[src/rtl/cfgld_pkg.sv]
package cfgld_pkg;

    localparam logic [15:0] SYNC_OPEN_HALF  = 16'hF5A5;
    localparam logic [15:0] SYNC_CLOSE_HALF = 16'hFA5A;
    localparam int          N_REC           = 7;

    typedef enum logic [2:0] {
        REC_MODE = 3'd0,
        REC_DIV  = 3'd1,
        REC_SCNT = 3'd2,
        REC_TPOS = 3'd3,
        REC_TGLB = 3'd4,
        REC_CHEN = 3'd5,
        REC_TRIG = 3'd6,
        REC_NONE = 3'd7
    } rec_e;

    typedef enum logic [2:0] {
        PS_HUNT,
        PS_HUNT2,
        PS_HDR,
        PS_BODY,
        PS_TAIL2
    } pstate_e;

    typedef struct packed {
        logic [15:0] mode;
        logic [31:0] divider;
        logic [31:0] scount;
        logic [31:0] tpos;
        logic [15:0] tglb;
        logic [15:0] chen;
    } cfg_set_t;

    function automatic rec_e rec_lookup(input logic [7:0] idx);
        case (idx)
            8'd0:    return REC_MODE;
            8'd1:    return REC_DIV;
            8'd3:    return REC_SCNT;
            8'd5:    return REC_TPOS;
            8'd7:    return REC_TGLB;
            8'd8:    return REC_CHEN;
            8'd64:   return REC_TRIG;
            default: return REC_NONE;
        endcase
    endfunction

    function automatic logic [7:0] rec_words(input rec_e r, input logic [7:0] trig_words);
        case (r)
            REC_MODE, REC_TGLB, REC_CHEN: return 8'd1;
            REC_DIV, REC_SCNT, REC_TPOS:  return 8'd2;
            REC_TRIG:                     return trig_words;
            default:                      return 8'd0;
        endcase
    endfunction

endpackage

[src/rtl/cfg_parse_fsm.sv]
module cfg_parse_fsm
    import cfgld_pkg::*;
#(
    parameter int TRIG_WORDS = 160,
    parameter int TAW        = 8
) (
    input  logic           clk,
    input  logic           rst,
    input  logic           word_vld,
    input  logic [15:0]    word,
    output logic           ld_en,
    output rec_e           ld_rec,
    output logic           ld_hi,
    output logic [15:0]    ld_data,
    output logic           commit,
    output logic           trig_we,
    output logic [TAW-1:0] trig_addr,
    output logic [15:0]    trig_wdata,
    output logic           done,
    output logic           err
);

    localparam logic [7:0] TRIG_LEN8 = TRIG_WORDS[7:0];

    pstate_e          st_q;
    rec_e             rec_q;
    logic [7:0]       left_q;
    logic [7:0]       pos_q;
    logic [N_REC-1:0] seen_q;

    rec_e hdr_rec;
    logic hdr_ok;

    always_comb begin
        hdr_rec = rec_lookup(word[15:8]);
        hdr_ok  = (hdr_rec != REC_NONE) && (word[7:0] == rec_words(hdr_rec, TRIG_LEN8));
    end

    assign ld_en   = word_vld && (st_q == PS_BODY);
    assign ld_rec  = rec_q;
    assign ld_hi   = pos_q[0];
    assign ld_data = word;
    assign commit  = word_vld && (st_q == PS_TAIL2) && (word == SYNC_CLOSE_HALF) && (&seen_q);

    always_ff @(posedge clk) begin
        if (rst) begin
            st_q       <= PS_HUNT;
            rec_q      <= REC_NONE;
            left_q     <= '0;
            pos_q      <= '0;
            seen_q     <= '0;
            trig_we    <= 1'b0;
            trig_addr  <= '0;
            trig_wdata <= '0;
            done       <= 1'b0;
            err        <= 1'b0;
        end else begin
            done    <= commit;
            trig_we <= 1'b0;
            if (word_vld) begin
                case (st_q)
                    PS_HUNT: begin
                        if (word == SYNC_OPEN_HALF) st_q <= PS_HUNT2;
                    end
                    PS_HUNT2: begin
                        if (word == SYNC_OPEN_HALF) begin
                            st_q   <= PS_HDR;
                            seen_q <= '0;
                            err    <= 1'b0;
                        end else begin
                            st_q <= PS_HUNT;
                        end
                    end
                    PS_HDR: begin
                        if (word == SYNC_CLOSE_HALF) begin
                            st_q <= PS_TAIL2;
                        end else if (hdr_ok) begin
                            st_q   <= PS_BODY;
                            rec_q  <= hdr_rec;
                            left_q <= word[7:0];
                            pos_q  <= '0;
                        end else begin
                            err  <= 1'b1;
                            st_q <= PS_HUNT;
                        end
                    end
                    PS_BODY: begin
                        if (rec_q == REC_TRIG) begin
                            trig_we    <= 1'b1;
                            trig_addr  <= pos_q[TAW-1:0];
                            trig_wdata <= word;
                        end
                        pos_q  <= pos_q + 8'd1;
                        left_q <= left_q - 8'd1;
                        if (left_q == 8'd1) begin
                            st_q          <= PS_HDR;
                            seen_q[rec_q] <= 1'b1;
                        end
                    end
                    PS_TAIL2: begin
                        st_q <= PS_HUNT;
                        if (!((word == SYNC_CLOSE_HALF) && (&seen_q))) err <= 1'b1;
                    end
                    default: st_q <= PS_HUNT;
                endcase
            end
        end
    end

    a_r7_done_pulse: assert property (@(posedge clk) disable iff (rst)
        done |=> !done);

    a_r11_done_err_apart: assert property (@(posedge clk) disable iff (rst)
        done |-> !err);

    a_r9_err_back_to_hunt: assert property (@(posedge clk) disable iff (rst)
        $rose(err) |-> (st_q == PS_HUNT));

    a_r6_addr_in_range: assert property (@(posedge clk) disable iff (rst)
        trig_we |-> (int'(trig_addr) < TRIG_WORDS));

    a_r6_addr_step: assert property (@(posedge clk) disable iff (rst)
        (trig_we && $past(trig_we)) |-> (trig_addr == TAW'($past(trig_addr) + 1'b1)));

endmodule

[src/rtl/cfg_reg_bank.sv]
module cfg_reg_bank
    import cfgld_pkg::*;
(
    input  logic        clk,
    input  logic        rst,
    input  logic        ld_en,
    input  rec_e        ld_rec,
    input  logic        ld_hi,
    input  logic [15:0] ld_data,
    input  logic        commit,
    output cfg_set_t    live
);

    cfg_set_t sh_q;

    always_ff @(posedge clk) begin
        if (rst) begin
            sh_q <= '0;
            live <= '0;
        end else begin
            if (ld_en) begin
                case (ld_rec)
                    REC_MODE: sh_q.mode <= ld_data;
                    REC_TGLB: sh_q.tglb <= ld_data;
                    REC_CHEN: sh_q.chen <= ld_data;
                    REC_DIV:  if (ld_hi) sh_q.divider[31:16] <= ld_data;
                              else       sh_q.divider[15:0]  <= ld_data;
                    REC_SCNT: if (ld_hi) sh_q.scount[31:16]  <= ld_data;
                              else       sh_q.scount[15:0]   <= ld_data;
                    REC_TPOS: if (ld_hi) sh_q.tpos[31:16]    <= ld_data;
                              else       sh_q.tpos[15:0]     <= ld_data;
                    default: ;
                endcase
            end
            if (commit) live <= sh_q;
        end
    end

    a_r8_hold_until_commit: assert property (@(posedge clk) disable iff (rst)
        !commit |=> $stable(live));

endmodule

[src/rtl/cfg_stream_loader.sv]
module cfg_stream_loader
    import cfgld_pkg::*;
#(
    parameter int STAGES = 16,
    localparam int TRIG_WORDS = 10 * STAGES,
    localparam int TAW = $clog2(TRIG_WORDS)
) (
    input  logic           clk,
    input  logic           rst,
    input  logic           in_vld,
    input  logic [15:0]    in_word,
    output logic [15:0]    mode_o,
    output logic [31:0]    divider_o,
    output logic [31:0]    scount_o,
    output logic [31:0]    tpos_o,
    output logic [15:0]    tglb_o,
    output logic [15:0]    chen_o,
    output logic           trig_we_o,
    output logic [TAW-1:0] trig_addr_o,
    output logic [15:0]    trig_wdata_o,
    output logic           done_o,
    output logic           err_o
);

    logic        ld_en;
    rec_e        ld_rec;
    logic        ld_hi;
    logic [15:0] ld_data;
    logic        commit;
    cfg_set_t    live;

    cfg_parse_fsm #(
        .TRIG_WORDS (TRIG_WORDS),
        .TAW        (TAW)
    ) u_parse (
        .clk        (clk),
        .rst        (rst),
        .word_vld   (in_vld),
        .word       (in_word),
        .ld_en      (ld_en),
        .ld_rec     (ld_rec),
        .ld_hi      (ld_hi),
        .ld_data    (ld_data),
        .commit     (commit),
        .trig_we    (trig_we_o),
        .trig_addr  (trig_addr_o),
        .trig_wdata (trig_wdata_o),
        .done       (done_o),
        .err        (err_o)
    );

    cfg_reg_bank u_bank (
        .clk     (clk),
        .rst     (rst),
        .ld_en   (ld_en),
        .ld_rec  (ld_rec),
        .ld_hi   (ld_hi),
        .ld_data (ld_data),
        .commit  (commit),
        .live    (live)
    );

    assign mode_o    = live.mode;
    assign divider_o = live.divider;
    assign scount_o  = live.scount;
    assign tpos_o    = live.tpos;
    assign tglb_o    = live.tglb;
    assign chen_o    = live.chen;

endmodule

[config.mk]
export PLATFORM = sky130hd
export DESIGN_NAME = cfg_stream_loader
export DESIGN_NICKNAME = d
export VERILOG_FILES = /design/src/rtl/cfgld_pkg.sv /design/src/rtl/cfg_parse_fsm.sv /design/src/rtl/cfg_reg_bank.sv /design/src/rtl/cfg_stream_loader.sv
export SDC_FILE = /design/constraint.sdc
export NUM_CORES = 1
export LEC_CHECK = 0
export ABC_AREA = 0
export BUFFER_PORTS_ARGS = -buffer_cell sky130_fd_sc_hd__buf_4
export CAP_MARGIN = 25
export CORE_ASPECT_RATIO = 1.2
export CORE_MARGIN = 4
export CORE_UTILIZATION = 50
export CTS_CLUSTER_SIZE = 24
export DETAILED_ROUTE_END_ITERATION = 6
export PLACE_DENSITY = 0.71
export RECOVER_POWER = 25
export SLEW_MARGIN = 10
export SYNTH_ARGS = -nofsm -noshare
export SYNTH_HDL_FRONTEND = slang
export SYNTH_HIERARCHICAL = 1
export SYNTH_SLANG_ARGS = --single-unit
[constraint.sdc]
create_clock -name clk -period 9.35 [get_ports clk]
set_input_delay 2.3375 -clock clk [delete_from_list [all_inputs] [get_ports clk]]
set_output_delay 2.3375 -clock clk [all_outputs]
set_load 0.005 [all_outputs]
# Word-level counts from Yosys, hierarchy flattened

Index checks and enable logic that the tools add are counted.

$add $sub $neg: 2
Order comparisons: 2
Equal/unequal tests: 34
Multiplexer cells: 25
Bitwise logic cells: 5
Reduce and logical (&&, ||, !) cells: 33

Operators by type and width:

| operator                                            | number |
|---|---|
| equality test 16 bit, second input constant         | 2 |
| 2-to-1 mux 8 bit                                    | 4 |
| one-hot mux 8 bit (2 select lines)                  | 2 |
| one-hot mux 8 bit (3 select lines)                  | 1 |
| AND reduction 3 bit                                 | 8 |
| equality test 3 bit, second input constant          | 7 |
| one-hot mux 3 bit (7 select lines)                  | 1 |
| equality test 3 x 2 -> 1 bit, second input constant | 6 |
| equality test 8 x 1 -> 1 bit, second input constant | 2 |
| equality test 8 x 3 -> 1 bit, second input constant | 2 |
| 2-to-1 mux 7 bit                                    | 2 |
| one-hot mux 7 bit (2 select lines)                  | 1 |
| one-hot mux 3 bit (4 select lines)                  | 1 |
| AND reduction 4 bit                                 | 3 |
| equality test 3 x 1 -> 1 bit, second input constant | 3 |
| logical NOT 3 bit                                   | 3 |
| 2-to-1 mux 3 bit                                    | 3 |
| OR reduction 3 bit                                  | 3 |
| adder 8 x 1 -> 8 bit, second input constant         | 1 |
| equality test 8 x 2 -> 1 bit, second input constant | 1 |
| equality test 8 x 4 -> 1 bit, second input constant | 1 |
| equality test 8 x 7 -> 1 bit, second input constant | 1 |
| equality test 8 bit                                 | 1 |
| logical NOT 8 bit                                   | 1 |
| other kinds (18)                                    | 41 |

Bits in registers: 344
Input port bits: 19
Output and inout port bits: 171
Word-level logic and storage cells: 126

# Longest topological paths before layout

Gate-level depths: netlist of the first run.

Depth in word-level cells: 10
Depth in mapped cells: 10
Mapped depth without buffers: 7

# Hierarchy

Netlist of the first run, hierarchy kept.

Modules (own cells, without submodules):

| module        | instances | cells an instance | area each (um^2) | seq. area each (um^2) |
|---|---|---|---|---|
| cfg_reg_bank  | 1         | 1012              | 10501.3          | 5765.5 |
| cfg_parse_fsm | 1         | 375               | 2891.5           | 1121.1 |

# Least setup slack after synthesis of the first run

No wires, ideal clock.

Kind: input to register
Start point: in in_word[10]
End point: reg u_parse.pos_q[6]
Setup time: 70 ps
Data arrival time: 4470 ps
Data required time: 9280 ps
Slack: 4810 ps
Cell stages on the path: 8
Path buffers: 1
Cells stage by stage: clkbuf_1 or4b_1 a211o_1 a221oi_2 and4b_4 o21ai_4 or4_1 a21oi_1

Word-level cells in the longest chain between the ends: 9
Elaborated cells on any way between the ends: 25
Those cells by class: eq/ne (17); mux (2); reduce/logical (6)

Ends and longest elaborated chain:

| item                                                 | line                    | text |
|---|---|---|
| start, declared                                      | cfg_stream_loader.sv:11 | `input logic [15:0] in_word,` |
| equality test 8 x 7 -> 1 bit (tied with other cells) | cfgld_pkg.sv:36         | `case (idx)` |
| one-hot mux 3 bit (7 select lines)                   | cfgld_pkg.sv:36         |  |
| equality test 3 x 1 -> 1 bit (tied with other cells) | cfgld_pkg.sv:49         | `case (r)` |
| OR reduction 3 bit                                   | cfgld_pkg.sv:49         |  |
| one-hot mux 8 bit (3 select lines)                   | cfgld_pkg.sv:49         |  |
| equality test 8 bit                                  | cfg_parse_fsm.sv:36     | `hdr_ok = (hdr_rec != REC_NONE) && (word[7:0] == rec_words(hdr_rec, TRIG_LEN8));` |
| logical AND 1 bit                                    | cfg_parse_fsm.sv:36     |  |
| inequality test 2 x 1 -> 1 bit (no source line)      | -                       |  |
| AND reduction 4 bit (no source line) (*)             | -                       |  |
| end signal, assigned                                 | cfg_parse_fsm.sv:93     | `pos_q <= pos_q + 8'd1;` |
| end, declared                                        | cfg_parse_fsm.sv:28     | `logic [7:0] pos_q;` |

Every way passes the cells marked *; elsewhere a longest branch is shown, timed or not.
A chain may end at the register's enable or synchronous reset.

# Worst setup path in the final report of the first run

Start point: in in_word[8]
End point: reg u_bank/live[69] (netlist name)

Word-level cells in the longest chain between the ends: 3

Ends and longest elaborated chain:

| item                           | line                    | text |
|---|---|---|
| equality test 16 bit           | cfg_parse_fsm.sv:43     | `assign commit = word_vld && (st_q == PS_TAIL2) && (word == SYNC_CLOSE_HALF) && (&seen_q);` |
| logical AND 1 bit (2 in a row) | cfg_parse_fsm.sv:43     |  |
| net commit                     | cfg_stream_loader.sv:29 | `logic commit;` |

The timed path passes the listed nets, and every way through them passes these cells.

==> results of run 1 <==
[final timing paths]
path                                            start                    end
worst min-delay path            u_parse/trig_wdata[4]  u_parse/trig_wdata[4]
worst max register to register        u_parse/st_q[0]        u_bank/sh_q[99]
worst max-delay path                       in_word[8]        u_bank/live[69]
worst min register to register  u_parse/trig_wdata[4]  u_parse/trig_wdata[4]
[sequential cells by signal (all words and copies together) (netlist names)]
name,flops
u_parse/left_q,8
u_parse/trig_wdata,16
u_parse/st_q,3
u_bank/live,144
u_parse/seen_q,7
u_parse/err,1
u_parse/pos_q,8
u_parse/trig_addr,8
u_parse/done,1
u_bank/sh_q,144
u_parse/ld_rec,3
u_parse/trig_we,1
[report_power, final]
| part | switching (mW) | internal [mW] |
|---|---|---|
| clock | 0.548 | 0.822 |
| combinational | 0.0580 | 0.0225 |
| sequential | 0.000541 | 1.47 |
[cell families (layout without fill, tap and decap cells)]
group | after synthesis | count (layout) | share of synthesized area [%]
adder cells (fa/ha/maj) | 3 | 3 | 0.280
XOR/XNOR | 3 | 3 | 0.196
multiplexers | 247 | 247 | 18.5
AND/OR/NAND/NOR | 538 | 538 | 19.2
buffers and inverters | 111 | 259 | 4.27
flip-flops | 344 | 344 | 51.4
AO/OA/AOI/OAI | 141 | 141 | 6.18
[critical path: cells and delay by family]
kind          cells  cell delay (ns)
buf+inv           2             0.78
mux               1             0.29
simple gates      5             1.18
[per-layer routing]
metal  track usage, %  part of all wire, %
met5                0                    0
met1             28.7                   43
met4             5.99                  2.1
met2             36.6                   48
met3             4.65                  6.5
[area by class of cell]
class | count | area (um2)
fillers | 2320 | 10500
flip-flops and latches | 344 | 6890
multi-input cells | 932 | 5950
repair buffers | 195 | 1430
clock buffers | 46 | 987
well taps | 335 | 419
clock inverters | 11 | 139
inverters | 7 | 26.3
[through the flow]
| stage | cells | utilization (%) | area (um2) |
|---|---|---|---|
| floorplan | 1387 | - | 13400 |
| global placement | 1811 | 56.0 | 14700 |
| detailed placement | 1812 | 56.1 | 14800 |
| CTS | 1869 | 60.3 | 15900 |
| global route | 1870 | 60.1 | 15800 |
| finish | 1870 | 60.1 | 15800 |
[cells in the final DEF (no fill, tap or decap), types with 4 or more instances in the layout]
master     count
or4_1          4
nand3_1        8
a21oi_1       94
and3b_1        5
nand2b_1     120
buf_4         63
inv_1          7
o21ai_0       10
o21a_1        12
nor2_1       173
nand4_1        4
nand2_1      173
clkinv_2       5
clkbuf_4     102
nor3_1        15
clkbuf_8       7
a211oi_1       4
clkbuf_1      30
dfxtp_1      344
clkbuf_16     35
mux2i_1      246
==> run metrics, run 1 <==
area delta synth->final 18.2%; top post-synthesis cells by count 344 x dfxtp_1, 246 x mux2i_1, 173 x nand2_1, 173 x nor2_1, 120 x nand2b_1; Worst EP required 9.69 ns; P_leak 6.24 nW; achievable frequency 0.221 GHz; slowest CP cell buf_12; RSZ-0062 raised after global routing no; All-Layer GR Usage 21.9%; setup violators final 0; critical path fanouts, max 145; Clk Latency, worst-skew pair 0.50 ns; Antenna Diode Count 0; total grt overflow 0; VDD IR-drop max 0.154 mV; Resized cells post-CTS 0; clock-pin slew of the registers on the worst-case setup and hold paths 0.06 ns; failing checks DRC; CP max stage delay 0.61 ns; Cell Pwr Density 184 nW/um2; Final Hold Vio Count 0; CTS tree yes; fin nets 1,536; fin worst setup slack 4.82 ns; pin count of the biggest net entering global routing 146; die height 187 um; Worst Reg2Reg Path Length in Cells 6; outcome complete, but fails checks; Iter 0 DRT Violations 569; worst path cell trace buf_4 -> or3b_2 -> nor2_1 -> and4b_1 -> and3_4 -> buf_12 -> mux2i_1 -> nor2_1; Area contributors post-synth dfxtp_1 51%, mux2i_1 18%, nand2b_1 5.6%, nand2_1 4.8%, nor2_1 4.8%; top-count cell post-synth dfxtp_1; Starting Density 50.8%; DRT antenna net count 0; CP Class in2reg; Synth area leader dfxtp_1; clock tree root driver cell clkbuf_16; # clock sinks 344; FF+latch count, synth 344; Main synth FF type dfxtp_1; Slew HR 22.3%; routed via count 9,999; Synth Warn # 6; CTS Hold Buffers Added 0; Final Wtd Congestion 0.823; crit share post-route 48.5%; hold_ws 0.455 ns; Crit. End Element register; Longest Clk Path Bufs 3; Num CTS Buffers 34; final WL 33.4 mm; IO Count 190; post-CTS setup buffers 0; drt via density 5.35; Worst Hold Path Cells 2; Die Area 29,500 um2; layout cells sized above 1 15.8%; Crit path arrival time 4.88 ns; PortBufs 189; Avg Synthesized Cell Area 9.66 um2; top-area cell type share of the netlist area 51.4%; Synth Instances 1,387; pin slew with the least headroom to its limit 1.17 ns; Worst setup SP type primary input; Total Power 2.92 mW; setup TNS 0 ns; final count of pins violating max slew 0; number of flops mapped to enable cells by yosys 0; flop2flop setup slack 5.95 ns; Tmin final 4.53 ns; Synth Cell Area 13,400 um2; DIE WIDTH 157 um; initial antenna violation count 0; FFs w/ async S/R, synth 0%; Hold Crit Class reg2reg; Top cell by count, worst path nor2_1; register area share after synthesis 51.4%; first-pass GRT wire length 52.2 mm; H-tree Lvls 2; number of remaining DRC errors 1; Max-Cap Viols 0; vias in the first global route 9,588; FP Rows 65; pre-CTS setup slack 4.40 ns; Worst Clk Skew 0.0138 ns; Syn Nets 1,409; placed wire-length estimate 21.5 mm; Wirelength per Cell 17.9 um; DR pass1 iterations 7; post-synth cell types 59; Core Area 26,400 um2
Power figures use the tool's default switching activity.
==> run 2, diff against run 1 <==
--- a/config.mk
+++ b/config.mk
@@ -5,7 +5,7 @@
 export SDC_FILE = /design/constraint.sdc
 export NUM_CORES = 1
 export LEC_CHECK = 0
-export ABC_AREA = 0
+export ABC_AREA = 1
 export BUFFER_PORTS_ARGS = -buffer_cell sky130_fd_sc_hd__buf_4
 export CAP_MARGIN = 25
 export CORE_ASPECT_RATIO = 1.2
==> constraint.sdc (replaced) <==
create_clock -name clk -period 4.6 [get_ports clk]
set_input_delay 1.15 -clock clk [delete_from_list [all_inputs] [get_ports clk]]
set_output_delay 1.15 -clock clk [all_outputs]
set_load 0.005 [all_outputs]
==> run metrics, run 2 <==
outcome completed; top-area cell type share of the netlist area 50.9% (-0.48 points); H-tree Lvls 2 (unchanged); Antenna Diode Count 0 (unchanged); initial antenna violation count 0 (unchanged); Slew HR 36.2% (+14 points); DIE WIDTH 158 um (+0.44%); clock-pin slew of the registers on the worst-case setup and hold paths 0.06 ns (about the same); final instance area 15,900 um2 (+0.35%); register area share after synthesis 50.9% (-0.48 points); Area contributors post-synth dfxtp_1 51%, nor2_1 15%, o21ai_0 7.4%, nand2_1 6.0%, nand3_1 4.3%; Synth Warn # 6 (unchanged); Main synth FF type dfxtp_1; worst r2r src u_parse/st_q[0]; vias in the first global route 11,300 (+18%); area delta synth->final 17.5%; share of power burned in registers 51.8% (+1.5 points); Worst R2R End u_bank/sh_q[108]; number of flops mapped to enable cells by yosys 0 (unchanged); Max-Cap Viols 0 (unchanged); RSZ-0062 raised after global routing no; most common cell after layout, fill and taps aside nor2_1; top-count cell post-synth nor2_1; setup violators final 0 (unchanged); routed via count 12,100 (+21%); critical path fanouts, max 161 (+11%); layout cells sized above 1 14.3% (-1.5 points); pin slew with the least headroom to its limit 0.957 ns (-0.209 ns); Avg Synthesized Cell Area 7.35 um2 (-24%); DR pass1 iterations 5 (-2); Final Wtd Congestion 0.850 (+3.3%); Syn Nets 1,862 (+32%); DRT antenna net count 0 (unchanged); Worst Hold Path Cells 2 (unchanged); Wirelength per Cell 15.9 um (-11%); Worst EP required 5.03 ns (-4.66 ns); CTS Hold Buffers Added 0 (unchanged); hold_ws 0.457 ns (+0.00185 ns); Crit. End Element register; VDD IR-drop max 0.260 mV (+68%); Final Hold Vio Count 0 (unchanged); Tmin final 3.21 ns; Worst setup SP type primary input; Iter 0 DRT Violations 890 (+56%); combinational share of power 2.9% (about the same); setup TNS 0 ns (unchanged); pin count of the biggest net entering global routing 162 (+11%); Worst Reg2Reg Path Length in Cells 12 (+6); flop2flop setup slack 1.58 ns (-4.37 ns); achievable frequency 0.312 GHz; IO Count 190 (unchanged); FFs w/ async S/R, synth 0% (unchanged); Clk Latency, worst-skew pair 0.52 ns (+0.02 ns); Num CTS Buffers 35 (+2.9%); Clk pwr share 45.3% (-1.7 points); worst hold path startpoint u_parse/seen_q[6]; internal power 4.50 mW (+95%); Sw Pwr 1.25 mW (+110%); Crit path arrival time 3.64 ns (-1.24 ns); sw frac 21.7% (+0.95 points); top post-synthesis cells by count 557 x nor2_1, 344 x dfxtp_1, 215 x nand2_1, 201 x o21ai_0, 117 x nand3_1; PortBufs 189 (unchanged); Synth Instances 1,840 (+33%); Hold Crit Class reg2reg; most frequent cells in the layout 553 x nor2_1, 344 x dfxtp_1, 215 x nand2_1; Worst Clk Skew 0.0233 ns (+0.00948 ns); final count of pins violating max slew 0 (unchanged); Core Area 26,500 um2 (+0.62%); Total Power 5.75 mW (+97%); Final Core Density 59.9% (-0.16 points); Cell Pwr Density 362 nW/um2 (+96%); Synth Cell Area 13,500 um2 (+0.94%); number of remaining DRC errors 0 (-1); die height 188 um (+0.45%); Starting Density 51.0% (+0.16 points); hold path endpoint u_parse/seen_q[6]; drt via density 5.26 (-1.7%); FP Rows 65 (unchanged); CP Class in2reg; post-CTS setup buffers 0 (unchanged); Longest Clk Path Bufs 3 (unchanged); total grt overflow 0 (unchanged); Top Registers u_bank/live x144, u_bank/sh_q x144, u_parse/trig_wdata x16; crit share post-route 69.8%; dpl cell area 14,900 um2 (+0.96%); first-pass GRT wire length 58.4 mm (+12%); P_leak 7.20 nW (+15%); All-Layer GR Usage 23.9% (+2.0 points); post-synth cell types 35 (-41%); final WL 36.6 mm (+9.4%); # clock sinks 344 (unchanged); clock tree root driver cell clkbuf_16; fin nets 1,974 (+29%); Synth area leader dfxtp_1; Resized cells post-CTS 0 (unchanged); placed wire-length estimate 23.8 mm (+11%); FF+latch count, synth 344 (unchanged); Die Area 29,700 um2 (+0.90%); CTS tree yes
-- run 2: cell types whose count changed in the layout (fill, tap and decap cells not counted), moves of 12 or more --
cell / change
nor2_1: +380
mux2i_1: -246
o21ai_0: +191
nand2b_1: -120
nand3_1: +109
inv_1: +80
nand2_1: +42
nand4_1: +22
inv_2: +14
o21a_1: -12
-- run 2: power groups by stage --
stage | clock network, mW | registers (mW) | logic (mW)
finish | 2.60 | 2.98 | 0.165
detailed placement | 0 | 3.04 | 0.164
CTS | 2.66 | 2.98 | 0.164
global route | 2.79 | 2.98 | 0.180
global placement | 0 | 3.04 | 0.164
floorplan | 0 | 3.04 | 0.107
-- run 2: cell type report --
cell class | instances | area, um2
clock inverters | 10 | 57.6
fillers | 2510 | 10600
inverters | 103 | 394
well taps | 335 | 419
repair buffers | 202 | 1500
clock buffers | 48 | 975
multi-input cells | 1266 | 5650
flip-flops and latches | 344 | 6890
-- run 2: how the worst max path moves through the flow --
| stage | start | to | slack (ns) | cells after the start |
|---|---|---|---|---|
| 6_report | in_word[9] | u_bank/live[20] | 1.39 | 10 |
| 5_1_grt | in_word[9] | u_bank/live[20] | 1.28 | 10 |
| 4_1_cts | u_parse/st_q[0] | u_bank/sh_q[108] | 1.60 | 12 |
| 2_1_floorplan | in_word[0] | u_bank/live[118] | 1.76 | 12 |
| 3_5_place_dp | in_word[9] | u_bank/live[20] | 1.24 | 10 |
| 3_3_place_gp | in_word[9] | u_bank/live[23] | 1.30 | 10 |
-- run 2: kinds of logic after synthesis --
group / synth area share, %
simple gates: 29.6
flops: 50.9
compound gates: 11.4
buf+inv: 7.38
xor+xnor: 0.389
fa+ha+maj: 0.278
-- run 2: metal layers --
| layer | track usage, % | wire length [um] | vias up |
|---|---|---|---|
| met5 | 0 | 0 | - |
| met4 | 8.37 | 1120 | 0 |
| met3 | 3.67 | 2300 | 71 |
| met2 | 40.4 | 17800 | 376 |
| met1 | 31.0 | 15400 | 5588 |
| li1 | - | - | 6098 |
-- run 2: metrics by stage --
stage          worst slack, ns  instances
6_report                  1.39       2308
4_1_cts                   1.60       2307
3_3_place_gp              1.30       2246
3_5_place_dp              1.24       2249
5_1_grt                   1.28       2308
2_1_floorplan             1.76       1840
-- run 2: worst max-delay path, cell delays in order --
cell,delay (ns)
clkbuf_1,0.37
inv_2,0.16
nor2_1,0.15
nand3_1,0.18
nor4_1,0.33
nand3_1,0.20
nor2_4,0.19
buf_12,0.47
o21ai_0,0.19
a21oi_1,0.17
==> run 3, diff against run 2 <==
--- a/config.mk
+++ b/config.mk
@@ -5,7 +5,7 @@
 export SDC_FILE = /design/constraint.sdc
 export NUM_CORES = 1
 export LEC_CHECK = 0
-export ABC_AREA = 1
+export ABC_AREA = 0
 export BUFFER_PORTS_ARGS = -buffer_cell sky130_fd_sc_hd__buf_4
 export CAP_MARGIN = 25
 export CORE_ASPECT_RATIO = 1.2
@@ -13,7 +13,7 @@
 export CORE_UTILIZATION = 50
 export CTS_CLUSTER_SIZE = 24
 export DETAILED_ROUTE_END_ITERATION = 6
-export PLACE_DENSITY = 0.71
+export PLACE_DENSITY = 0.74
 export RECOVER_POWER = 25
 export SLEW_MARGIN = 10
 export SYNTH_ARGS = -nofsm -noshare
==> constraint.sdc (replaced) <==
create_clock -name clk -period 2.7 [get_ports clk]
set_input_delay 0.675 -clock clk [delete_from_list [all_inputs] [get_ports clk]]
set_output_delay 0.675 -clock clk [all_outputs]
set_load 0.005 [all_outputs]
==> run metrics, run 3 (synthesized netlist as in run 1, its figures left out) <==
outcome completed; final count of pins violating max slew 0 (unchanged); Cell Pwr Density 627 nW/um2 (+73%); DRT antenna net count 0 (unchanged); Worst setup SP type primary input; pin count of the biggest net entering global routing 77 (-52%); H-tree Lvls 2 (unchanged); Worst R2R End u_bank/sh_q[139]; FP Rows 65 (unchanged); share of power burned in registers 49.5% (-2.3 points); All-Layer GR Usage 22.5% (-1.4 points); Tmin final 2.63 ns; most frequent cells in the layout 344 x dfxtp_1, 246 x mux2i_1, 173 x nor2_1, 173 x nand2_1, 120 x nand2b_1; Slew HR 52.4% (+16 points); Sw Pwr 2.19 mW (+75%); CP max stage delay 0.58 ns (+0.11 ns); CP Class in2reg; Final Hold Vio Count 0 (unchanged); number of remaining DRC errors 0 (unchanged); critical path fanouts, max 9 (-94%); initial antenna violation count 0 (unchanged); Top cell by count, worst path buf_4; Worst Reg2Reg Path Length in Cells 6 (-6); clock-pin slew of the registers on the worst-case setup and hold paths 0.06 ns (about the same); Crit. End Element register; slowest CP cell or4_1; clock tree root driver cell clkbuf_16; VDD IR-drop max 0.488 mV (+87%); crit share post-route 97.4%; PortBufs 189 (unchanged); layout cells sized above 1 18.4% (+4.2 points); Clk Latency, worst-skew pair 0.52 ns (about the same); pre-CTS setup slack -0.371 ns (-1.61 ns); # clock sinks 344 (unchanged); DR pass1 iterations 6 (+1); Num CTS Buffers 35 (unchanged); flop2flop setup slack 0.42 ns (-1.16 ns); pin slew with the least headroom to its limit 0.713 ns (-0.244 ns); fin worst setup slack 0.0701 ns (-1.32 ns); P_leak 6.52 nW (-9.4%); RSZ-0062 raised after global routing no; hold path endpoint u_bank/sh_q[1]; footprint of the multi-input gates 5950 um2 (+5.3%); Total Power 10.3 mW (+78%); post-CTS setup buffers 0 (unchanged); vias in the first global route 10,000 (-11%); Core Area 26,400 um2 (-0.61%); total grt overflow 0 (unchanged); Final Wtd Congestion 0.829 (-2.5%); DIE WIDTH 157 um (-0.44%); Wirelength per Cell 17.8 um (+12%); most common cell after layout, fill and taps aside dfxtp_1; combinational share of power 2.9% (about the same); Max-Cap Viols 0 (unchanged); Worst Hold Path Cells 2 (unchanged); sw frac 21.4% (-0.36 points); Resized cells post-CTS 0 (unchanged); Iter 0 DRT Violations 803 (-9.8%); Antenna Diode Count 0 (unchanged); Longest Clk Path Bufs 3 (unchanged); Starting Density 50.8% (-0.16 points); setup violators final 0 (unchanged); WP buf/inv 2 (-1); Die Area 29,500 um2 (-0.89%); worst r2r src u_parse/st_q[2]; Worst EP required 3.09 ns (-1.94 ns); fin nets 1,590 (-19%); CTS Hold Buffers Added 0 (unchanged); placed wire-length estimate 23.2 mm (-2.7%); Worst Clk Skew 0.0279 ns (+0.00468 ns); Crit path arrival time 3.02 ns (-0.62 ns); Top Registers u_bank/live x144, u_bank/sh_q x144, u_parse/trig_wdata x16; Filler cells 2,217 (-12%); Crit path max-delay family simple AND/OR/NAND/NOR gates; routed via count 10,300 (-15%); internal power 8.06 mW (+79%); achievable frequency 0.380 GHz; IO Count 190 (unchanged); drt via density 5.34 (+1.5%); first-pass GRT wire length 53.7 mm (-8.0%); area delta synth->final 22.0%; worst hold path startpoint u_bank/sh_q[1]; CTS tree yes; worst path cell trace buf_4 -> or4_1 -> a211oi_1 -> mux2i_1 -> and4b_4 -> buf_4 -> a21o_1 -> o21ba_2; final WL 34.4 mm (-6.1%); Reg area 6890 um2 (unchanged); die height 187 um (-0.45%); Hold Crit Class reg2reg; Clk pwr share 47.5% (+2.2 points)
## run 3: worst reg2reg max path: cells and delay by family (launching register included)
| family | cells | cell delay [ns] |
|---|---|---|
| and+or+nand+nor | 5 | 1.69 |
| DFF | 1 | 0.40 |
| AOI/OAI and AO/OA | 1 | 0.08 |
## run 3: metrics by stage
| stage | area, um2 | setup TNS, ns | std cells | utilization (%) | hold WS (ns) |
|---|---|---|---|---|---|
| 6_report | 16300 | 0 | 1929 | 62.0 | 0.455 |
| 5_1_grt | 16300 | 0 | 1929 | 62.0 | 0.474 |
| 4_1_cts | 16400 | 0 | 1929 | 62.4 | 0.456 |
| 3_5_place_dp | 15300 | -19.31 | 1866 | 58.0 | 0.448 |
| 3_3_place_gp | 15300 | -13.32 | 1866 | 58.0 | 0.444 |
| 2_1_floorplan | 13400 | -0.275 | 1387 | - | 0.436 |
## run 3: power by group through the flow
stage               clock (mW)  sequential [mW]  combinational (mW)
detailed placement           0             5.19               0.298
global route              5.16             5.07               0.318
floorplan                    0             5.19               0.175
finish                    4.87             5.08               0.300
global placement             0             5.19               0.297
CTS                       4.96             5.08               0.299
## run 3: worst max path at each step
stage,from,endpoint,slack [ns],depth (start not counted)
2_1_floorplan,in_word[8],u_parse/pos_q[6],-0.13,8
3_3_place_gp,in_word[15],u_parse/pos_q[6],-0.29,8
3_5_place_dp,in_word[15],u_parse/pos_q[4],-0.37,8
4_1_cts,in_word[15],u_parse/pos_q[4],0.14,8
5_1_grt,in_word[15],u_parse/pos_q[4],0.03,8
6_report,in_word[15],u_parse/pos_q[4],0.07,8
## run 3: layout make-up
class | instances | share of cell area [%]
clock buffer | 53 | 6.40
clock inverter | 10 | 0.774
inverter | 7 | 0.161
multi-input combinational | 932 | 36.4
sequential | 344 | 42.2
tap | 335 | 2.57
timing repair buffer | 248 | 11.5
## run 3: layer usage
layer  global-route usage (%)  routed length (um)
met2                     37.6               16800
met4                     6.82                 855
met3                     4.03                1940
met5                        0                   0
met1                     29.7               14800
